<file path="config.mk">
export PLATFORM = sky130hd
export DESIGN_NAME = cpu_tag_bridge
export DESIGN_NICKNAME = d
export VERILOG_FILES = /design/src/rtl/tag_pkg.sv /design/src/rtl/tag_inserter.sv /design/src/rtl/tag_stripper.sv /design/src/rtl/event_counter.sv /design/src/rtl/cpu_tag_bridge.sv
export SDC_FILE = /design/constraint.sdc
export NUM_CORES = 1
export LEC_CHECK = 0
export ABC_AREA = 1
export CAP_MARGIN = 20
export CORE_UTILIZATION = 50
export CTS_CLUSTER_SIZE = 10
export DETAILED_ROUTE_END_ITERATION = 16
export PLACE_DENSITY_LB_ADDON = 0.1
export SLEW_MARGIN = 0
export SYNTH_ARGS = -nofsm -noshare
export SYNTH_HDL_FRONTEND = slang
export SYNTH_SLANG_ARGS = --single-unit
</file>
<file path="constraint.sdc">
create_clock -name clk -period 2.2 [get_ports clk]
set_clock_uncertainty 0.15 [all_clocks]
set_input_delay 0.44 -clock clk [delete_from_list [all_inputs] [get_ports clk]]
set_output_delay 0.44 -clock clk [all_outputs]
set_load 0.1 [all_outputs]
</file>
<file path="src/rtl/tag_pkg.sv">
package tag_pkg;
    localparam int ADDR_BYTES  = 12;
    localparam int PRE_BYTES   = ADDR_BYTES + 2;
    localparam int POS_W       = $clog2(PRE_BYTES);
    localparam int USER_PORTS  = 6;
    localparam logic [1:0] TAG_VER = 2'b10;
    localparam logic [POS_W-1:0] LAST_ADDR = POS_W'(ADDR_BYTES - 1);
    localparam logic [POS_W-1:0] HI_POS    = POS_W'(ADDR_BYTES);
    localparam logic [POS_W-1:0] LO_POS    = POS_W'(ADDR_BYTES + 1);

    typedef enum logic [1:0] {EG_ADDR, EG_HDR_HI, EG_HDR_LO, EG_BODY} eg_state_t;
    typedef enum logic [1:0] {IN_COLLECT, IN_REPLAY, IN_BODY, IN_DISCARD} in_state_t;

    typedef struct packed {
        logic [2:0] port;
        logic [2:0] prio;
        logic [4:0] ftype;
        logic       vlan;
    } in_meta_t;

    function automatic logic [15:0] build_eg_tag(input logic [2:0] idx, input logic [2:0] prio);
        logic [8:0] sh;
        sh = 9'd1 << ({1'b0, idx} + 4'd1);
        return {TAG_VER, prio, 3'b000, 1'b1, sh[6:0]};
    endfunction
endpackage

</file>
<file path="src/rtl/tag_inserter.sv">
module tag_inserter
    import tag_pkg::*;
(
    input  logic       clk,
    input  logic       rst_n,
    input  logic [7:0] s_data,
    input  logic       s_valid,
    input  logic       s_last,
    output logic       s_ready,
    input  logic [2:0] port_idx,
    input  logic [2:0] prio,
    output logic [7:0] m_data,
    output logic       m_valid,
    output logic       m_last,
    input  logic       m_ready
);
    eg_state_t        state, nxt;
    logic [POS_W-1:0] pos;
    logic [15:0]      tag;
    logic             in_hs;

    assign in_hs = s_valid && s_ready;

    always_ff @(posedge clk or negedge rst_n) begin
        if (!rst_n) state <= EG_ADDR;
        else        state <= nxt;
    end

    always_ff @(posedge clk or negedge rst_n) begin
        if (!rst_n) begin
            pos <= '0;
            tag <= '0;
        end else begin
            if (state == EG_ADDR && in_hs) begin
                if (pos == '0) tag <= build_eg_tag(port_idx, prio);
                pos <= (s_last || pos == LAST_ADDR) ? '0 : pos + 1'b1;
            end
        end
    end

    always_comb begin
        nxt     = state;
        m_data  = s_data;
        m_valid = s_valid;
        m_last  = s_last;
        s_ready = m_ready;
        unique case (state)
            EG_ADDR: begin
                if (in_hs && !s_last && pos == LAST_ADDR) nxt = EG_HDR_HI;
            end
            EG_HDR_HI: begin
                m_data  = tag[15:8];
                m_valid = 1'b1;
                m_last  = 1'b0;
                s_ready = 1'b0;
                if (m_ready) nxt = EG_HDR_LO;
            end
            EG_HDR_LO: begin
                m_data  = tag[7:0];
                m_valid = 1'b1;
                m_last  = 1'b0;
                s_ready = 1'b0;
                if (m_ready) nxt = EG_BODY;
            end
            EG_BODY: begin
                if (in_hs && s_last) nxt = EG_ADDR;
            end
            default: nxt = EG_ADDR;
        endcase
    end
endmodule

</file>
<file path="src/rtl/tag_stripper.sv">
module tag_stripper
    import tag_pkg::*;
(
    input  logic                  clk,
    input  logic                  rst_n,
    input  logic [7:0]            s_data,
    input  logic                  s_valid,
    input  logic                  s_last,
    output logic                  s_ready,
    input  logic [USER_PORTS-1:0] port_en,
    output logic [7:0]            m_data,
    output logic                  m_valid,
    output logic                  m_last,
    input  logic                  m_ready,
    output in_meta_t              meta,
    output logic                  drop_pulse
);
    in_state_t        state, nxt;
    logic [POS_W-1:0] pos;
    logic [POS_W-1:0] rpos;
    logic [7:0]       abuf [ADDR_BYTES];
    logic [7:0]       tag_hi;
    logic [15:0]      tag_w;
    logic [2:0]       src;
    logic [2:0]       src_idx;
    logic             tag_ok;
    logic             hdr_done;

    assign tag_w    = {tag_hi, s_data};
    assign src      = tag_w[2:0];
    assign src_idx  = src - 3'd1;
    assign tag_ok   = (tag_w[15:14] == TAG_VER) && (src != 3'd0) &&
                      (int'(src) <= USER_PORTS) && port_en[src_idx];
    assign hdr_done = (state == IN_COLLECT) && s_valid && !s_last && (pos == LO_POS);

    always_ff @(posedge clk or negedge rst_n) begin
        if (!rst_n) state <= IN_COLLECT;
        else        state <= nxt;
    end

    always_ff @(posedge clk) begin
        if (state == IN_COLLECT && s_valid && pos < HI_POS) abuf[pos] <= s_data;
    end

    always_ff @(posedge clk or negedge rst_n) begin
        if (!rst_n) begin
            pos    <= '0;
            rpos   <= '0;
            tag_hi <= '0;
            meta   <= '0;
        end else begin
            if (state == IN_COLLECT && s_valid) begin
                if (pos == HI_POS) tag_hi <= s_data;
                pos <= (s_last || pos == LO_POS) ? '0 : pos + 1'b1;
            end
            if (hdr_done && tag_ok)
                meta <= '{port: src_idx, prio: tag_w[13:11], ftype: tag_w[10:6], vlan: tag_w[3]};
            if (state == IN_REPLAY) begin
                if (m_ready) rpos <= rpos + 1'b1;
            end else begin
                rpos <= '0;
            end
        end
    end

    always_comb begin
        nxt        = state;
        m_data     = s_data;
        m_valid    = 1'b0;
        m_last     = 1'b0;
        s_ready    = 1'b1;
        drop_pulse = 1'b0;
        unique case (state)
            IN_COLLECT: begin
                if (s_valid && s_last) begin
                    drop_pulse = 1'b1;
                end else if (hdr_done) begin
                    if (tag_ok) begin
                        nxt = IN_REPLAY;
                    end else begin
                        nxt        = IN_DISCARD;
                        drop_pulse = 1'b1;
                    end
                end
            end
            IN_REPLAY: begin
                s_ready = 1'b0;
                m_valid = 1'b1;
                m_data  = abuf[rpos];
                if (m_ready && rpos == LAST_ADDR) nxt = IN_BODY;
            end
            IN_BODY: begin
                m_valid = s_valid;
                m_last  = s_last;
                s_ready = m_ready;
                if (s_valid && m_ready && s_last) nxt = IN_COLLECT;
            end
            IN_DISCARD: begin
                if (s_valid && s_last) nxt = IN_COLLECT;
            end
            default: nxt = IN_COLLECT;
        endcase
    end
endmodule

</file>
<file path="src/rtl/event_counter.sv">
module event_counter #(
    parameter int W = 16
) (
    input  logic         clk,
    input  logic         rst_n,
    input  logic         inc,
    output logic [W-1:0] value
);
    always_ff @(posedge clk or negedge rst_n) begin
        if (!rst_n)   value <= '0;
        else if (inc) value <= value + 1'b1;
    end
endmodule

</file>
<file path="src/rtl/cpu_tag_bridge.sv">
module cpu_tag_bridge
    import tag_pkg::*;
#(
    parameter int CNT_W = 16
) (
    input  logic             clk,
    input  logic             rst_n,
    input  logic [7:0]       eg_s_data,
    input  logic             eg_s_valid,
    input  logic             eg_s_last,
    output logic             eg_s_ready,
    input  logic [2:0]       eg_port,
    input  logic [2:0]       eg_prio,
    output logic [7:0]       eg_m_data,
    output logic             eg_m_valid,
    output logic             eg_m_last,
    input  logic             eg_m_ready,
    input  logic [7:0]       in_s_data,
    input  logic             in_s_valid,
    input  logic             in_s_last,
    output logic             in_s_ready,
    input  logic [5:0]       in_port_en,
    output logic [7:0]       in_m_data,
    output logic             in_m_valid,
    output logic             in_m_last,
    input  logic             in_m_ready,
    output logic [2:0]       in_src_port,
    output logic [2:0]       in_prio,
    output logic [4:0]       in_ftype,
    output logic             in_vlan,
    output logic [CNT_W-1:0] eg_frames,
    output logic [CNT_W-1:0] in_frames,
    output logic [CNT_W-1:0] in_drops
);
    localparam int N_CNT = 3;

    in_meta_t         meta;
    logic             in_drop;
    logic [N_CNT-1:0] cnt_inc;
    logic [CNT_W-1:0] cnt_val [N_CNT];

    tag_inserter u_ins (
        .clk(clk), .rst_n(rst_n),
        .s_data(eg_s_data), .s_valid(eg_s_valid), .s_last(eg_s_last), .s_ready(eg_s_ready),
        .port_idx(eg_port), .prio(eg_prio),
        .m_data(eg_m_data), .m_valid(eg_m_valid), .m_last(eg_m_last), .m_ready(eg_m_ready)
    );

    tag_stripper u_strip (
        .clk(clk), .rst_n(rst_n),
        .s_data(in_s_data), .s_valid(in_s_valid), .s_last(in_s_last), .s_ready(in_s_ready),
        .port_en(in_port_en),
        .m_data(in_m_data), .m_valid(in_m_valid), .m_last(in_m_last), .m_ready(in_m_ready),
        .meta(meta), .drop_pulse(in_drop)
    );

    assign in_src_port = meta.port;
    assign in_prio     = meta.prio;
    assign in_ftype    = meta.ftype;
    assign in_vlan     = meta.vlan;

    assign cnt_inc[0] = eg_m_valid && eg_m_ready && eg_m_last;
    assign cnt_inc[1] = in_m_valid && in_m_ready && in_m_last;
    assign cnt_inc[2] = in_drop;

    for (genvar g = 0; g < N_CNT; g++) begin : g_cnt
        event_counter #(.W(CNT_W)) u_cnt (
            .clk(clk), .rst_n(rst_n), .inc(cnt_inc[g]), .value(cnt_val[g])
        );
    end

    assign eg_frames = cnt_val[0];
    assign in_frames = cnt_val[1];
    assign in_drops  = cnt_val[2];
endmodule

</file>
==> out/results.txt <==
Avg Inst Size Synth -> 9.38 µm²
fillers -> 1268
Final Wtd Congestion -> 0.808
starting density of the core -> 51.0%
Tot GR Track Use -> 24.3%
HP Class -> primary input to async pin
failing checks -> negative setup slack
Die Ht -> 137 µm
Min Clock Period, post-route -> 2.57 ns
DR pass1 iterations -> 5
Inserted Diodes -> 0
Final Hold Viols -> 0
drt drc -> 0
vias -> 7508
FF/Latch Area -> 0.00527 mm²
Crit path buffers/inverters -> 4
vias in the first global route -> 6828
switching part of the total -> 42.9%
Gate power share -> 52.4%
Pins Over Slew Limit -> 0
Final Power -> 16100 µW
first-pass GRT wire length -> 34.5 mm
post-synthesis cell type count -> 39
Reg power frac -> 28.1%
Max FO, Critical Path -> 5
CTS tree -> yes
Worst EP required -> 1.61 ns
First DRT Iteration DRCs -> 502
Power Dens Cells -> 1260 mW/mm²
global route total overflow -> 0
routed vias/inst -> 5.29
Total Wirelength -> 22.7 mm
RSZ-0062 raised after global routing -> true
post-synthesis cell count -> 973
core footprint -> 0.0179 mm²
Wirelength per Cell -> 16.0 µm
Util after Layout -> 71.7%
layout cells sized above 1 -> 28.1%
Synth Net Count -> 1033
H-Tree Depth -> 4
CTS clk-pin slew, worst paths -> 0.07 ns
area of the multi-input gates -> 0.00383 mm²
YS warnings -> 0
std cell rows -> 49
Longest Clk Path Bufs -> 2
Port-buffer cells -> 117
P_leak -> 0.00574 µW
slowest stage delay, CP -> 0.43 ns
max-cap violations -> 0
synthesis-to-layout area growth -> 40.5%
die footprint -> 0.0188 mm²
crit path max-delay cell type -> dfrtp_2
Least-Margin Pin Slew -> 0.459 ns
status -> finished with violations
Clock Tree Root -> clkbuf_16
Setup Crit Path Kind -> flip-flop to output port
Arr. time, crit path -> 1.98 ns
endpoint class of the critical path -> output port
post-route setup slack -> -0.373 ns
Post-DP HPWL -> 14.4 mm
Antenna Nets Post-Route -> 0
post-synthesis cell area -> 0.00913 mm²
fin area -> 0.0128 mm²
Fmax achieved -> 389 MHz
clk_lat worst skew -> 0.43 ns
largest net degree at the start of global routing -> 44
Startpoint Class -> flip-flop
IO Count -> 118
Final #Nets -> 1237
cts bufs inserted -> 17
most frequent cells in the layout -> nand2_1, buf_4, nor2_1
worst vdd ir -> 0.00196 V
Placed Area -> 0.0112 mm²
most common cell after layout, fill and taps aside -> nand2_1
Seq cells post-synth -> 191
Sw Pwr -> 6930 µW
sequential fraction of the synthesis area -> 57.6%
Clock Power Share -> 19.5%
final worst-path cycle share -> 117%
Pint -> 9210 µW
antenna violations before repair -> 0
endpoints failing setup -> 35
CP Cell Sequence -> clkinv_4 > buf_12 > clkbuf_16 > o21ai_2 > o22ai_1 > nand2_1 > nand3_1 > nand2_1 > nand2_2 > buf_12
Die Span X -> 137 µm
clock sinks -> 191
CP delay by family, top -> buffers and inverters
Max-slew headroom -> 69.3%
setup TNS -> -4.92 ns
==> synthesized netlist by cell type (all sizes together) <==
library cell  instances  area, µm²
or2                   1       6.26
edfxtp               96       2880
a31oi                 1       6.26
nand4                12       75.1
o21ai                72        360
dfrtp                95       2380
nand3b                3       22.5
a21boi                1       11.3
nand2               249        970
buf                  13        101
a22oi                 1       7.51
a21oi                14       73.8
mux2                  4       45.0
ha                   24        300
o22ai                 7       43.8
xor2                 20        175
nor4                  1       6.26
xnor2                16        140
nor3                 13       76.3
inv                  91        342
o31ai                 1       7.51
a211oi                1       7.51
o21a                  2       15.0
nor2                119        477
clkbuf               18       71.3
nand3                87        445
o211ai               11       82.6
==> registers in the layout (all words and copies together) (netlist names) <==
name               flops
u_strip.abuf          96
g_cnt.u_cnt.value     48
u_strip.meta          12
u_ins.tag             11
u_strip.tag_hi         8
u_ins.pos              4
u_strip.pos            4
u_strip.rpos           4
u_ins.state            2
u_strip.state          2
==> worst register-to-register path, stage by stage, from the launching register on <==
cell and delay, ns:
dfrtp_1 0.40, inv_2 0.10, ha_4 0.25, buf_12 0.14, clkinv_8 0.06, buf_6 0.10, buf_6 0.09, nand3_4 0.08
nor2_4 0.15, buf_6 0.15, nand2_4 0.06, nor2_4 0.20, nand3_2 0.09, xnor2_1 0.14
==> metrics by stage <==
step | hold WS, ns | worst slack (ns) | std cells
2_1_floorplan | -0.00559 | -0.764 | 973
3_3_place_gp | 0.235 | -0.330 | 1344
3_5_place_dp | 0.235 | -0.372 | 1344
4_1_cts | 0.319 | -0.354 | 1404
5_1_grt | 0.351 | -0.445 | 1419
6_report | 0.326 | -0.373 | 1419
==> path summary, 6_finish.rpt <==
path	cells after the start	startpoint	slack (ns)	to
hold reg to reg	2	u_ins.tag[13]$_DFFE_PN0P_	0.34	u_ins.tag[13]$_DFFE_PN0P_
setup reg to reg	13	u_ins.state[0]$_DFFE_PN0P_	-0.07	g_cnt[0].u_cnt.value[11]$_DFFE_PN0P_
setup / recovery	10	u_strip.rpos[0]$_DFFE_PN0P_	-0.37	in_m_data[2]
max in group asynchronous	3	rst_n	1.01	u_ins.tag[13]$_DFFE_PN0P_
min in group clk	2	u_ins.tag[13]$_DFFE_PN0P_	0.34	u_ins.tag[13]$_DFFE_PN0P_
hold / removal	2	rst_n	0.33	g_cnt[2].u_cnt.value[12]$_DFFE_PN0P_
==> routing by layer <==
metal  global-route usage [%]  part of all wire, %  up-vias
met5                        0                    0        -
met4                     7.51                  1.9        0
met3                     4.33                  5.0       41
met2                     40.6                   50      225
met1                     32.2                   43     3598
li1                         -                    -     3644
==> kinds of logic after synthesis <==
logic type / synth area share, %
xor gates and xnor gates: 3.45
and+or+nand+nor: 22.8
DFF: 57.6
muxes: 0.493
AOI/OAI and AO/OA: 6.74
buffers and inverters: 5.63
adders and majority gates: 3.29
==> final cells by class <==
type | instances | area share (%)
clock inverter | 11 | 0.975
sequential | 191 | 41.0
clock buffer | 21 | 3.69
timing repair buffer | 216 | 19.2
inverter | 91 | 2.96
multi-input combinational | 660 | 29.9
tap | 229 | 2.23
==> power groups by stage <==
stage          Sequential (µW)  Combinational (µW)  Clock, µW
6_report                  4540                8450       3150
3_5_place_dp              4590                6800          0
4_1_cts                   4520                7990       3180
3_3_place_gp              4580                6750          0
2_1_floorplan             5240                3900          0
5_1_grt                   4580                8900       3300
==> repair_timing <==
action | CTS | global route
setup buffers | 21 | 14
hold endpoints to repair | 24 | 0
gates resized for setup | 69 | 81
hold buffers | 1 | 0
gates cloned | 6 | 3
pin swaps | 24 | 26
endpoints found under the setup margin | 21 | 149
(Power assumes the default switching activity.)
